`src/rtl/q15_mult_sm.sv`:
```
module q15_mult_sm #(
  parameter int W = 16
) (
  input  logic         clk,
  input  logic         rst_n,
  input  logic         in_valid,
  input  logic [W-1:0] op_a,
  input  logic [W-1:0] op_b,
  output logic         out_valid,
  output logic [W-1:0] prod
);
  localparam int PW = 2 * W;
  localparam logic [W-1:0] MAX_POS = {1'b0, {(W-1){1'b1}}};
  localparam logic [W-1:0] MIN_NEG = {1'b1, {(W-1){1'b0}}};

  logic [W-1:0]  mag_a, mag_b, mag_q, res;
  logic [PW-1:0] raw;
  logic          neg, ovf;

  assign mag_a = op_a[W-1] ? (~op_a + W'(1)) : op_a;
  assign mag_b = op_b[W-1] ? (~op_b + W'(1)) : op_b;
  assign neg   = op_a[W-1] ^ op_b[W-1];
  assign raw   = PW'(mag_a) * PW'(mag_b);
  assign mag_q = W'(raw >> (W - 1));
  assign ovf   = mag_q[W-1] & ~neg;
  assign res   = ovf ? MAX_POS : (neg ? (~mag_q + W'(1)) : mag_q);

  always_ff @(posedge clk) begin
    if (!rst_n) begin
      out_valid <= 1'b0;
      prod      <= '0;
    end else begin
      out_valid <= in_valid;
      if (in_valid) prod <= res;
    end
  end

  AST_VALID_FOLLOWS: assert property (@(posedge clk) disable iff (!rst_n) in_valid |=> out_valid);
  AST_VALID_DROPS: assert property (@(posedge clk) disable iff (!rst_n) !in_valid |=> !out_valid);
  AST_HOLD_IDLE: assert property (@(posedge clk) disable iff (!rst_n) !in_valid |=> $stable(prod));
  AST_LIKE_SIGNS_POS: assert property (@(posedge clk) disable iff (!rst_n) (in_valid && (op_a[W-1] == op_b[W-1])) |=> !prod[W-1]);
  AST_SAT_MINUS_ONE: assert property (@(posedge clk) disable iff (!rst_n) (in_valid && op_a == MIN_NEG && op_b == MIN_NEG) |=> prod == MAX_POS);
  AST_NEVER_MIN: assert property (@(posedge clk) disable iff (!rst_n) out_valid |-> prod != MIN_NEG);
  AST_ZERO_OPERAND: assert property (@(posedge clk) disable iff (!rst_n) (in_valid && (op_a == '0 || op_b == '0)) |=> prod == '0);
endmodule

```
`config.mk`:
```
export PLATFORM = sky130hd
export DESIGN_NAME = q15_mult_sm
export DESIGN_NICKNAME = d
export VERILOG_FILES = /design/src/rtl/q15_mult_sm.sv
export SDC_FILE = /design/constraint.sdc
export NUM_CORES = 1
export LEC_CHECK = 0
export ABC_AREA = 1
export CAP_MARGIN = 30
export CORE_AREA = 2 2 117 147
export CTS_CLUSTER_SIZE = 20
export DETAILED_ROUTE_END_ITERATION = 10
export DIE_AREA = 0 0 119 149
export DONT_BUFFER_PORTS = 1
export PLACE_DENSITY_LB_ADDON = 0.05
export SLEW_MARGIN = 20
export SYNTH_ARGS = -nofsm -noshare
export SYNTH_HDL_FRONTEND = slang
export SYNTH_SLANG_ARGS = --single-unit
```
`constraint.sdc`:
```
create_clock -name clk -period 21.9 [get_ports clk]
set_input_delay 0 -clock clk [delete_from_list [all_inputs] [get_ports clk]]
set_output_delay 0 -clock clk [all_outputs]
set_load 0.02 [all_outputs]
```
[After elaboration in Yosys (flattened, before gate mapping)]
Cells that the tools add are included.
Word-level totals
  output and inout bits: 17
  logic and storage cells: 16
  input port bits: 35
  flip-flop bits (word level): 17
Operators by class
  bitwise gates (word level): 6
  add/sub/neg operators: 3
  muxes and demuxes: 4
  multipliers: 1
Operators by type and width (count)
  2-to-1 mux 16 bit: 4
  adder 16 x 1 -> 16 bit, second input constant: 3
  inverter 16 bit: 3
  multiplier 16 x 16 -> 31 bit: 1
  bitwise AND 1 bit: 1
  inverter 1 bit: 1
  XOR 1 bit: 1

[Depth between registers and ports, before layout]
Gate-level depths: netlist of the first run.
  depth after elaboration: 8
  depth in mapped cells: 49
  depth with buffers taken out: 47

[Worst setup path before layout of the first run]
No wires, ideal clock.
  kind: input -> register
  start: input op_a[0]
  end: register prod[8]
  path slack: 14.822 ns
  buffers on the path: 3
  arrival: 6.969 ns
  stages: 44
  data required time: 21.791 ns
  path through: buf_2 > inv_1 > clkbuf_1 > ha_1 > inv_1 > nor3_1 > inv_1 > nor2_1 > inv_1 > nor2_1 > nand4_1 > xnor2_1 > nand2_1 > o21ai_0 > inv_1 > clkbuf_1 > nand2_1 > fa_1 > [8 not listed] > ha_1 > nand2_1 > inv_2 > a21oi_1 > nand2_1 > inv_1 > nand3b_1 > nand2_1 > ha_1 > nand2_1 > nor2_2 > nand2_1 > nand2_1 > nand2_1 > nand2_1 > o211ai_1 > nand2_1 > inv_1
On the way
  longest elaborated chain between the ends: 8
  elaborated cells between the ends (all ways): 9
RTL lines
  from (decl): line 7  | input logic [W-1:0] op_a,
  inverter 16 bit: line 20  | assign mag_a = op_a[W-1] ? (~op_a + W'(1)) : op_a;
  adder 16 x 1 -> 16 bit: line 20
  2-to-1 mux 16 bit *: line 20
  multiplier 16 x 16 -> 31 bit *: line 23  | assign raw = PW'(mag_a) * PW'(mag_b);
  inverter 16 bit: line 26  | assign res = ovf ? MAX_POS : (neg ? (~mag_q + W'(1)) : mag_q);
  adder 16 x 1 -> 16 bit: line 26
  2-to-1 mux 16 bit: line 26
  2-to-1 mux 16 bit *: line 26
  to (signal assigned): line 34  | if (in_valid) prod <= res;
  to (decl): line 10  | output logic [W-1:0] prod
Mark *: on every way between the ends. The rest lies on a longest branch, timed or not.
A chain may end at the register's enable or synchronous reset.

[Final worst setup path of the first run]
  start: input op_a[0]
  end: register prod[7]
Same word-level chain as after synthesis.

==> results of run 1 <==
worst paths after layout:
check                          end  depth (start not counted)             startpoint
max reg2reg   prod[7]$_SDFFE_PN0P_                          4   prod[7]$_SDFFE_PN0P_
max           prod[7]$_SDFFE_PN0P_                         36                op_a[0]
min reg2reg  prod[11]$_SDFFE_PN0P_                          2  prod[11]$_SDFFE_PN0P_
min          prod[15]$_SDFFE_PN0P_                          5               op_a[15]
cell families after synthesis:
| family | Yosys count |
|---|---|
| xor gates and xnor gates | 20 |
| adders and majority gates | 292 |
| buffers and inverters | 427 |
| AOI/OAI and AO/OA | 80 |
| DFF | 17 |
| and+or+nand+nor | 711 |
critical path: cells and delay by family:
kind,cells,cell delay (ns)
adders and majority gates,8,3.53
and+or+nand+nor,14,1.97
buffers and inverters,10,1.65
xor gates and xnor gates,1,0.54
AOI/OAI and AO/OA,3,0.49
state kept, by name, indices dropped and copies added, names as in the netlist:
name       cells
prod          16
out_valid      1
cell usage in the layout (no fill, tap or decap), drive strengths merged, types with 5 or more instances in the layout:
cell type / netlist / routed
nand2: 420 / 420
inv: 393 / 393
fa: 192 / 192
nor2: 176 / 176
ha: 100 / 100
nand3: 56 / 56
a21oi: 34 / 34
o21ai: 34 / 34
nor3: 21 / 21
dfxtp: 17 / 17
nand4: 13 / 13
xor2: 10 / 10
xnor2: 10 / 10
nand3b: 9 / 9
or2: 7 / 7
buf: 9 / 7
o21bai: 5 / 5
metrics by stage:
| stage | utilization [%] | std cells | instance area, um2 | hold slack (ns) |
|---|---|---|---|---|
| 3_3_place_gp | 66.1 | 1742 | 10900 | 0.143 |
| 4_1_cts | 66.9 | 1751 | 11000 | 0.314 |
| 6_report | 67.0 | 1751 | 11100 | 0.338 |
| 3_5_place_dp | 66.2 | 1743 | 10900 | 0.146 |
| 2_1_floorplan | - | 1547 | 10700 | 0.153 |
| 5_1_grt | 67.0 | 1751 | 11100 | 0.403 |
layer usage:
metal / track usage [%] / share of wire, %
met5: 0 / 0
met4: 13.9 / 4.7
met3: 5.35 / 7.5
met2: 62.2 / 50
met1: 43.3 / 37
layout make-up:
type	instances	area (um2)	share of cell area (%)
clock inverter	1	5.00	0.0453
multi-input combinational	1103	8780	79.4
timing repair buffer	11	92.6	0.837
sequential	17	340	3.08
inverter	396	1490	13.5
clock buffer	3	75.1	0.679
tap	220	275	2.49
what timing repair did:
item	in CTS	in global routing
hold endpoints to repair	17	0
buffers inserted	0	0
hold buffers	4	0
==> results.json, run 1 <==
{
  "status": "finished, final reports clean",
  "synth.avg_cell_area_um2": 6.94,
  "grt_max_degree": 23,
  "slew-limit-headroom_pct": 33.0,
  "finClkSkew_ns": 0,
  "yosysMostFrequentCell": "nand2_1",
  "cts_made_buffers": 3,
  "finalCritPeriodShare_pct": 36.5,
  "setup_tns_ns": 0,
  "fin_nets": 1859,
  "yosys_warnings": 0,
  "gp_congestion": 0.957,
  "yosysTopAreaCellShare_pct": 35.8,
  "num_vias": 9628,
  "hold_path.class": "input pin to register",
  "track_usage_pct": 35.2,
  "grt_pass1_vias": 9783,
  "synth_compound_area_share_pct": 4.01,
  "synth_top_family_by_area": "adder cells",
  "rrSetupSlack_ns": 19.98,
  "period_needed_ns": 7.99,
  "grt_overflow": 0,
  "synthMuxAreaShare_pct": 0,
  "max_freq_ghz": 0.125,
  "die_h_um": 149,
  "coreArea_mm2": 0.0165,
  "report.final.slew_viol_count": 0,
  "cts_root_buffer": "clkbuf_16",
  "yosys.area_share.simple_pct": 28.6,
  "cpPeakStageDelay_ns": 0.56,
  "ys_types": 43,
  "layout_setup_ws_ns": 13.91,
  "tightest_slew_ns": 0.998,
  "crit_path_end_kind": "register",
  "cp_slowest_cell": "dlygate4sd3_1",
  "critPathArrivalTime_ns": 8.19,
  "hold_viol": 0,
  "ys.flop_type": "dfxtp_1",
  "cts.sinks": 17,
  "ant_nets": 0,
  "required_ns": 22.10,
  "synth_area_leaders": "fa_1, nand2_1, inv_1",
  "critPathMaxFanout": 12,
  "synth_top_area_cell": "fa_1",
  "dp_slack_ns": 13.97,
  "clkTransAtPathRegs_ns": 0.05,
  "clockBufferDepth": 2,
  "crit_path_start_kind": "input pin",
  "synth-async-reset-ratio_pct": 0,
  "routed_via_density": 5.50,
  "final.fill_count": 1533,
  "syn_area_mm2": 0.0107,
  "post_route_cells_drive_above_1_share_pct": 4.90,
  "start_util_pct": 65.0,
  "cpMostUsedCell": "inv_1",
  "synth_seq_area_share_pct": 3.17,
  "drcViolationCount": 0,
  "worstSetupPathType": "input pin to register",
  "insertedDiodeCount": 0,
  "antenna_found_initial": 0,
  "yosys-top-cells-count": "nand2_1, inv_1, fa_1, nor2_1, ha_1",
  "first_pass_iters": 5,
  "dp_hpwl_um": 25600,
  "rsz0062_at_grt": "false",
  "fp-row-count": 53,
  "fp.dieW_um": 119,
  "finalSetupViolCount": 0,
  "wl_um": 29900,
  "synthCells": 1547,
  "avgRoutedWirePerCell_um": 17.1,
  "clk-insertion-delay-late_ns": 0.25,
  "port_buffers": 0,
  "drtIter0Drc": 534,
  "synth-seq-cells": 17,
  "synth_fa_ha_area_share_pct": 47.5,
  "synth_edf_count": 0,
  "cts_resized": 0,
  "ios": 52,
  "grt_first_pass_wirelength_um": 48700,
  "cap_violations": 0,
  "cts_tree": "yes",
  "syn-num-nets": 1874,
  "synthXorXnorAreaFrac_pct": 1.70,
  "syn_to_final_growth_pct": 3.03,
  "die_area_mm2": 0.0177,
  "htree_levels": 1
}
Power of run 1 is not shown: default switching activity piles up to over one toggle a cycle in this logic, so the estimate is an artifact.
==> inputs of run 2 (changes only) <==
ABC_AREA = 0   (was 1)
CORE_AREA = 2 2 114 143   (was 2 2 117 147)
DIE_AREA = 0 0 116 145   (was 0 0 119 149)
clock period = 8.1 ns   (was 21.9 ns; I/O delays follow)
==> run 2 against run 1 <==
  * First-iteration DRC count decreased by 14%
  * Global-route usage decreased by 1.1 points
  * Final cell count decreased by 14%
  * Clock skew unchanged
  * Sequential share of layout area about the same
  * Worst setup slack got worse by 13 ns
  * Hold slack got worse by 0.34 ns
  * Critical path depth decreased by 12
  * Via count decreased by 8.6%
  * Count of clock-buffer cells in the layout unchanged
  * Flip-flop and latch count unchanged
  * Largest cell class unchanged
==> results.json, run 2 <==
{
  "grt_pass1_vias": 9041,
  "seqCellArea_um2": 340,
  "synth_top_area_cell": "fa_1",
  "ios": 52,
  "finClkSkew_ns": 0,
  "report.final.slew_viol_count": 0,
  "wl_um": 27500,
  "track_usage_pct": 34.1,
  "yosys_warnings": 0,
  "insertedDiodeCount": 0,
  "dpl_cell_area_mm2": 0.0109,
  "worstSetupPathType": "input pin to register",
  "routed_via_density": 5.86,
  "hold_path.class": "input pin to register",
  "synth-async-reset-ratio_pct": 0,
  "grt_first_pass_wirelength_um": 44900,
  "finalCritPeriodShare_pct": 94.8,
  "num_vias": 8802,
  "yosysTopAreaCellShare_pct": 37.7,
  "drtIter0Drc": 459,
  "synth_edf_count": 0,
  "drcViolationCount": 0,
  "dp_hpwl_um": 23400,
  "ant_nets": 0,
  "ys_types": 73,
  "hold_viol": 0,
  "synth-seq-cells": 17,
  "start_util_pct": 66.0,
  "synth.avg_cell_area_um2": 8.23,
  "crit_path_end_kind": "register",
  "required_ns": 8.25,
  "final.fill_count": 1309,
  "max_freq_ghz": 0.130,
  "crit_path_start_kind": "input pin",
  "die_h_um": 145,
  "grt_max_degree": 21,
  "fp-row-count": 51,
  "reg.largest.list": "prod (16), out_valid (1)",
  "yosys-top-cells-count": "inv_1, fa_1, nand2_1, nor2_1, ha_1",
  "status": "finished, final reports clean",
  "fin_nets": 1617,
  "cts_made_buffers": 3,
  "fp.dieW_um": 116,
  "cts.sinks": 17,
  "largest_register_ffs": 16,
  "top_register": "prod",
  "coreArea_mm2": 0.0154,
  "layout_common_cells": "inv_1, fa_1, nand2_1",
  "synth_seq_area_share_pct": 3.34,
  "tightest_slew_ns": 0.916,
  "clkTransAtPathRegs_ns": 0.05,
  "cts_tree": "yes",
  "yosysMostFrequentCell": "inv_1",
  "synthCells": 1239,
  "synth_area_leaders": "fa_1, ha_1, inv_1",
  "syn_to_final_growth_pct": 8.31,
  "grt_overflow": 0,
  "cap_violations": 0,
  "critPathMaxFanout": 6,
  "final_common_cell": "inv_1",
  "antenna_found_initial": 1,
  "post_route_cells_drive_above_1_share_pct": 8.38,
  "syn_area_mm2": 0.0102,
  "port_buffers": 0,
  "period_needed_ns": 7.68,
  "finalSetupViolCount": 0,
  "final_area_mm2": 0.0110,
  "avgRoutedWirePerCell_um": 18.3,
  "slew-limit-headroom_pct": 38.3,
  "first_pass_iters": 5,
  "clk-insertion-delay-late_ns": 0.25,
  "ys.flop_type": "dfxtp_1",
  "clockBufferDepth": 2,
  "htree_levels": 1,
  "holdWs_ns": 0.00275,
  "syn-num-nets": 1566,
  "cts_root_buffer": "clkbuf_16",
  "postCtsSetupBuffers": 0,
  "multi_input_area_mm2": 0.00878,
  "critPathArrivalTime_ns": 7.82,
  "die_area_mm2": 0.0168,
  "gp_congestion": 0.949
}
run 2: changes by cell type after synthesis, moves of 11 or more:
cell,change
and2_1,+11
and3_1,+11
clkbuf_1,+13
inv_1,-130
inv_2,-13
nand2_1,-224
nand2_2,-20
nand3_1,-38
nor2_1,-40
xnor2_1,+23
xor2_1,+24
run 2: per-stage QoR:
stage          setup WS (ns)  util (%)  setup TNS, ns  cells
3_5_place_dp           0.168      70.6              0   1492
6_report               0.422      71.5              0   1501
2_1_floorplan          0.466         -              0   1239
4_1_cts                0.398      71.4              0   1499
5_1_grt             -0.00191      71.5       -0.00191   1501
3_3_place_gp           0.224      70.6              0   1492
run 2: layout make-up:
| cell class | instances | share of cell area [%] |
|---|---|---|
| Tap cell | 212 | 2.40 |
| Clock inverter | 1 | 0.0680 |
| Inverter | 250 | 8.50 |
| Timing Repair Buffer | 84 | 5.79 |
| Multi-Input combinational cell | 934 | 79.5 |
| Sequential cell | 17 | 3.08 |
| Clock buffer | 3 | 0.680 |
run 2: final timing paths:
| check | from | end | slack, ns | cells after the start |
|---|---|---|---|---|
| worst max-delay path | op_a[3] | prod[13]$_SDFFE_PN0P_ | 0.42 | 24 |
| worst min-delay path | in_valid | prod[14]$_SDFFE_PN0P_ | 0.003 | 2 |
| worst max register to register | prod[1]$_SDFFE_PN0P_ | prod[1]$_SDFFE_PN0P_ | 6.76 | 3 |
| worst min register to register | prod[15]$_SDFFE_PN0P_ | prod[15]$_SDFFE_PN0P_ | 0.56 | 2 |
run 2: kinds of logic (layout without fill, tap and decap cells):
group | Yosys count | after routing | synth area share (%)
AO/OA/AOI/OAI | 159 | 159 | 10.6
XOR/XNOR | 69 | 69 | 6.26
buffers and inverters | 288 | 338 | 10.7
adder cells (fa/ha/maj) | 292 | 292 | 50.0
AND/OR/NAND/NOR | 406 | 406 | 18.2
multiplexers | 8 | 8 | 0.933
flip-flops | 17 | 17 | 3.34
run 2: worst max-delay path, stage by stage:
cell and delay (ns):
or4_4 0.56, or3_1 0.37, o31ai_2 0.33, xnor2_1 0.28
nand2_1 0.14, fa_1 0.53, fa_1 0.57, fa_1 0.44
fa_1 0.51, inv_1 0.05, fa_1 0.53, inv_1 0.06
fa_1 0.54, inv_1 0.04, ha_1 0.36, nand4_1 0.22
or3b_2 0.55, nand3_1 0.11, o31a_1 0.30, xor2_1 0.17
a2111oi_4 0.40, nand3b_1 0.19, or4_1 0.42, and3_1 0.17
run 2: per-layer routing:
metal	up-vias	wire length, um	GRT usage, %
met4	0	1470	14.0
met2	396	13500	57.0
met5	-	0	0
met3	105	2340	6.85
li1	4024	-	-
met1	4277	10200	42.9
run 2: repair_timing:
item,CTS,global route
setup endpoints to repair,0,4
hold buffers,3,0
gates resized for setup,0,1
endpoints found under the hold margin,17,0
Power of run 2 is left out for the same reason.
==> inputs of run 3 (changes only) <==
--- a/config.mk
+++ b/config.mk
@@ -9,4 +9,5 @@
 export CAP_MARGIN = 30
 export CORE_AREA = 2 2 114 143
+export CTS_BUF_LIST = sky130_fd_sc_hd__clkbuf_4
 export CTS_CLUSTER_SIZE = 20
 export DETAILED_ROUTE_END_ITERATION = 10
@@ -14,4 +15,5 @@
 export DONT_BUFFER_PORTS = 1
 export PLACE_DENSITY_LB_ADDON = 0.05
+export RECOVER_POWER = 25
 export SLEW_MARGIN = 20
 export SYNTH_ARGS = -nofsm -noshare
==> constraint.sdc (replaced) <==
create_clock -name clk -period 8.1 [get_ports clk]
set_input_delay 0 -clock clk [delete_from_list [all_inputs] [get_ports clk]]
set_output_delay 0 -clock clk [all_outputs]
set_load 0.005 [all_outputs]
==> run 3 against run 2 <==
  * Clock skew is the same
  * Critical path depth is the same
  * Sequential share of layout area is essentially flat
  * Count of clock-buffer cells in the layout is the same
  * Final cell count is the same
  * Maximum frequency grew 0.58%
  * Cell area shrank 0.42%
  * Non-clock buffer count is the same
  * Critical path type unchanged
  * Critical endpoint is now prod[14]$_SDFFE_PN0P_
==> results.json, run 3 (same netlist as run 2, synthesis figures left out) <==
{
  "grt_first_pass_wirelength_um": 45700,
  "cap_violations": 0,
  "status": "finished, final reports clean",
  "track_usage_pct": 34.6,
  "layout_common_cells": "inv_1, fa_1, nand2_1",
  "die_area_mm2": 0.0168,
  "start_util_pct": 66.0,
  "r2r_start": "prod[1]$_SDFFE_PN0P_",
  "endpoint": "prod[14]$_SDFFE_PN0P_",
  "fp.dieW_um": 116,
  "fin_nets": 1617,
  "cts_made_buffers": 3,
  "gp_congestion": 0.950,
  "finalCritPeriodShare_pct": 94.2,
  "die_h_um": 145,
  "port_buffers": 0,
  "insertedDiodeCount": 0,
  "multi_input_area_mm2": 0.00878,
  "cts.sinks": 17,
  "crit_path_end_kind": "register",
  "slew-limit-headroom_pct": 39.7,
  "antenna_found_initial": 0,
  "drcViolationCount": 0,
  "finalSetupViolCount": 0,
  "tightest_slew_ns": 0.902,
  "top_register": "prod",
  "reg2reg_to": "prod[1]$_SDFFE_PN0P_",
  "drtIter0Drc": 540,
  "syn_to_final_growth_pct": 7.85,
  "cts_tree": "yes",
  "required_ns": 8.33,
  "wl_um": 28100,
  "largest_register_ffs": 16,
  "grt_overflow": 0,
  "finClkSkew_ns": 0,
  "clockBufferDepth": 2,
  "worstSetupPathType": "input pin to register",
  "fp-row-count": 51,
  "clk-insertion-delay-late_ns": 0.31,
  "avgRoutedWirePerCell_um": 18.7,
  "rrSetupSlack_ns": 6.87,
  "period_needed_ns": 7.63,
  "crit_start": "op_a[3]",
  "report.final.slew_viol_count": 0,
  "r2r_cells": 3,
  "num_vias": 8904,
  "cts_root_buffer": "clkbuf_4",
  "coreArea_mm2": 0.0154,
  "setup_tns_ns": 0,
  "ios": 52,
  "first_pass_iters": 5,
  "routed_via_density": 5.93,
  "critPathArrivalTime_ns": 7.86,
  "post_route_cells_drive_above_1_share_pct": 8.38,
  "max_freq_ghz": 0.131,
  "dp_hpwl_um": 23600,
  "hold_path.class": "input pin to register",
  "htree_levels": 1,
  "seqCellArea_um2": 340,
  "final_common_cell": "inv_1",
  "grt_pass1_vias": 9199,
  "final.fill_count": 1317,
  "clkTransAtPathRegs_ns": 0.11,
  "postCtsSetupBuffers": 0,
  "hold_viol": 0,
  "crit_path_start_kind": "input pin",
  "ant_nets": 0,
  "reg.largest.list": "prod (16), out_valid (1)",
  "rsz0062_at_grt": "false",
  "critPathMaxFanout": 6,
  "grt_max_degree": 21
}
[run 3: cell types whose count changed in the layout (fill, tap and decap cells not counted), sizes merged]
cell    previous run  this run
buf               81        80
clkbuf             3         4
[run 3: worst min path at each step]
stage	from	end	slack, ns	cells after the start
final	rst_n	prod[13]$_SDFFE_PN0P_	0.008	3
after global routing	rst_n	prod[13]$_SDFFE_PN0P_	0.04	3
after CTS	rst_n	prod[13]$_SDFFE_PN0P_	0.003	3
after detailed placement	rst_n	prod[1]$_SDFFE_PN0P_	0.15	2
after global placement	rst_n	prod[12]$_SDFFE_PN0P_	0.15	2
after floorplan	rst_n	prod[12]$_SDFFE_PN0P_	0.14	2
[run 3: area by class of cell]
type / count / area share, %
flip-flops and latches: 17 / 3.09
inverters: 250 / 8.53
multi-input cells: 934 / 79.8
well taps: 212 / 2.41
repair buffers: 84 / 5.87
clock inverters: 1 / 0.0683
clock buffers: 3 / 0.205
[run 3: timing repair]
| action | in CTS | in global routing |
|---|---|---|
| gates resized for setup | 0 | 1 |
| hold buffers | 3 | 0 |
| hold endpoints to repair | 17 | 0 |
| endpoints found under the setup margin | 0 | 1 |
[run 3: per-stage QoR]
step	utilization [%]	hold WS [ns]	cells	instance area [um2]	setup WS, ns
detailed placement	70.6	0.146	1492	10900	0.114
finish	71.2	0.00791	1501	11000	0.467
global route	71.2	0.0417	1501	11000	0.0698
CTS	71.0	0.00316	1499	11000	0.433
floorplan	-	0.140	1239	10200	0.466
global placement	70.6	0.146	1492	10900	0.224
[run 3: critical path: stages]
cell and delay [ns]:
or4_4 0.56, or3_1 0.37, o31ai_2 0.32, xnor2_1 0.29
nand2_1 0.15, fa_1 0.53, fa_1 0.57, fa_1 0.44
fa_1 0.52, inv_1 0.06, fa_1 0.53, inv_1 0.06
fa_1 0.54, inv_1 0.05, ha_1 0.36, nand4_1 0.22
or3b_2 0.54, nand3_1 0.10, o31a_1 0.30, xor2_1 0.17
a2111oi_4 0.39, nand4_1 0.20, o311a_1 0.38, a211oi_1 0.22
[run 3: routing by layer]
metal,wire (um),GRT usage [%],vias up
li1,-,-,4011
met1,10500,43.6,4369
met2,13600,55.8,415
met3,2320,7.77,109
met4,1620,16.7,0
met5,0,0,-
Power of run 3 is left out for the same reason.
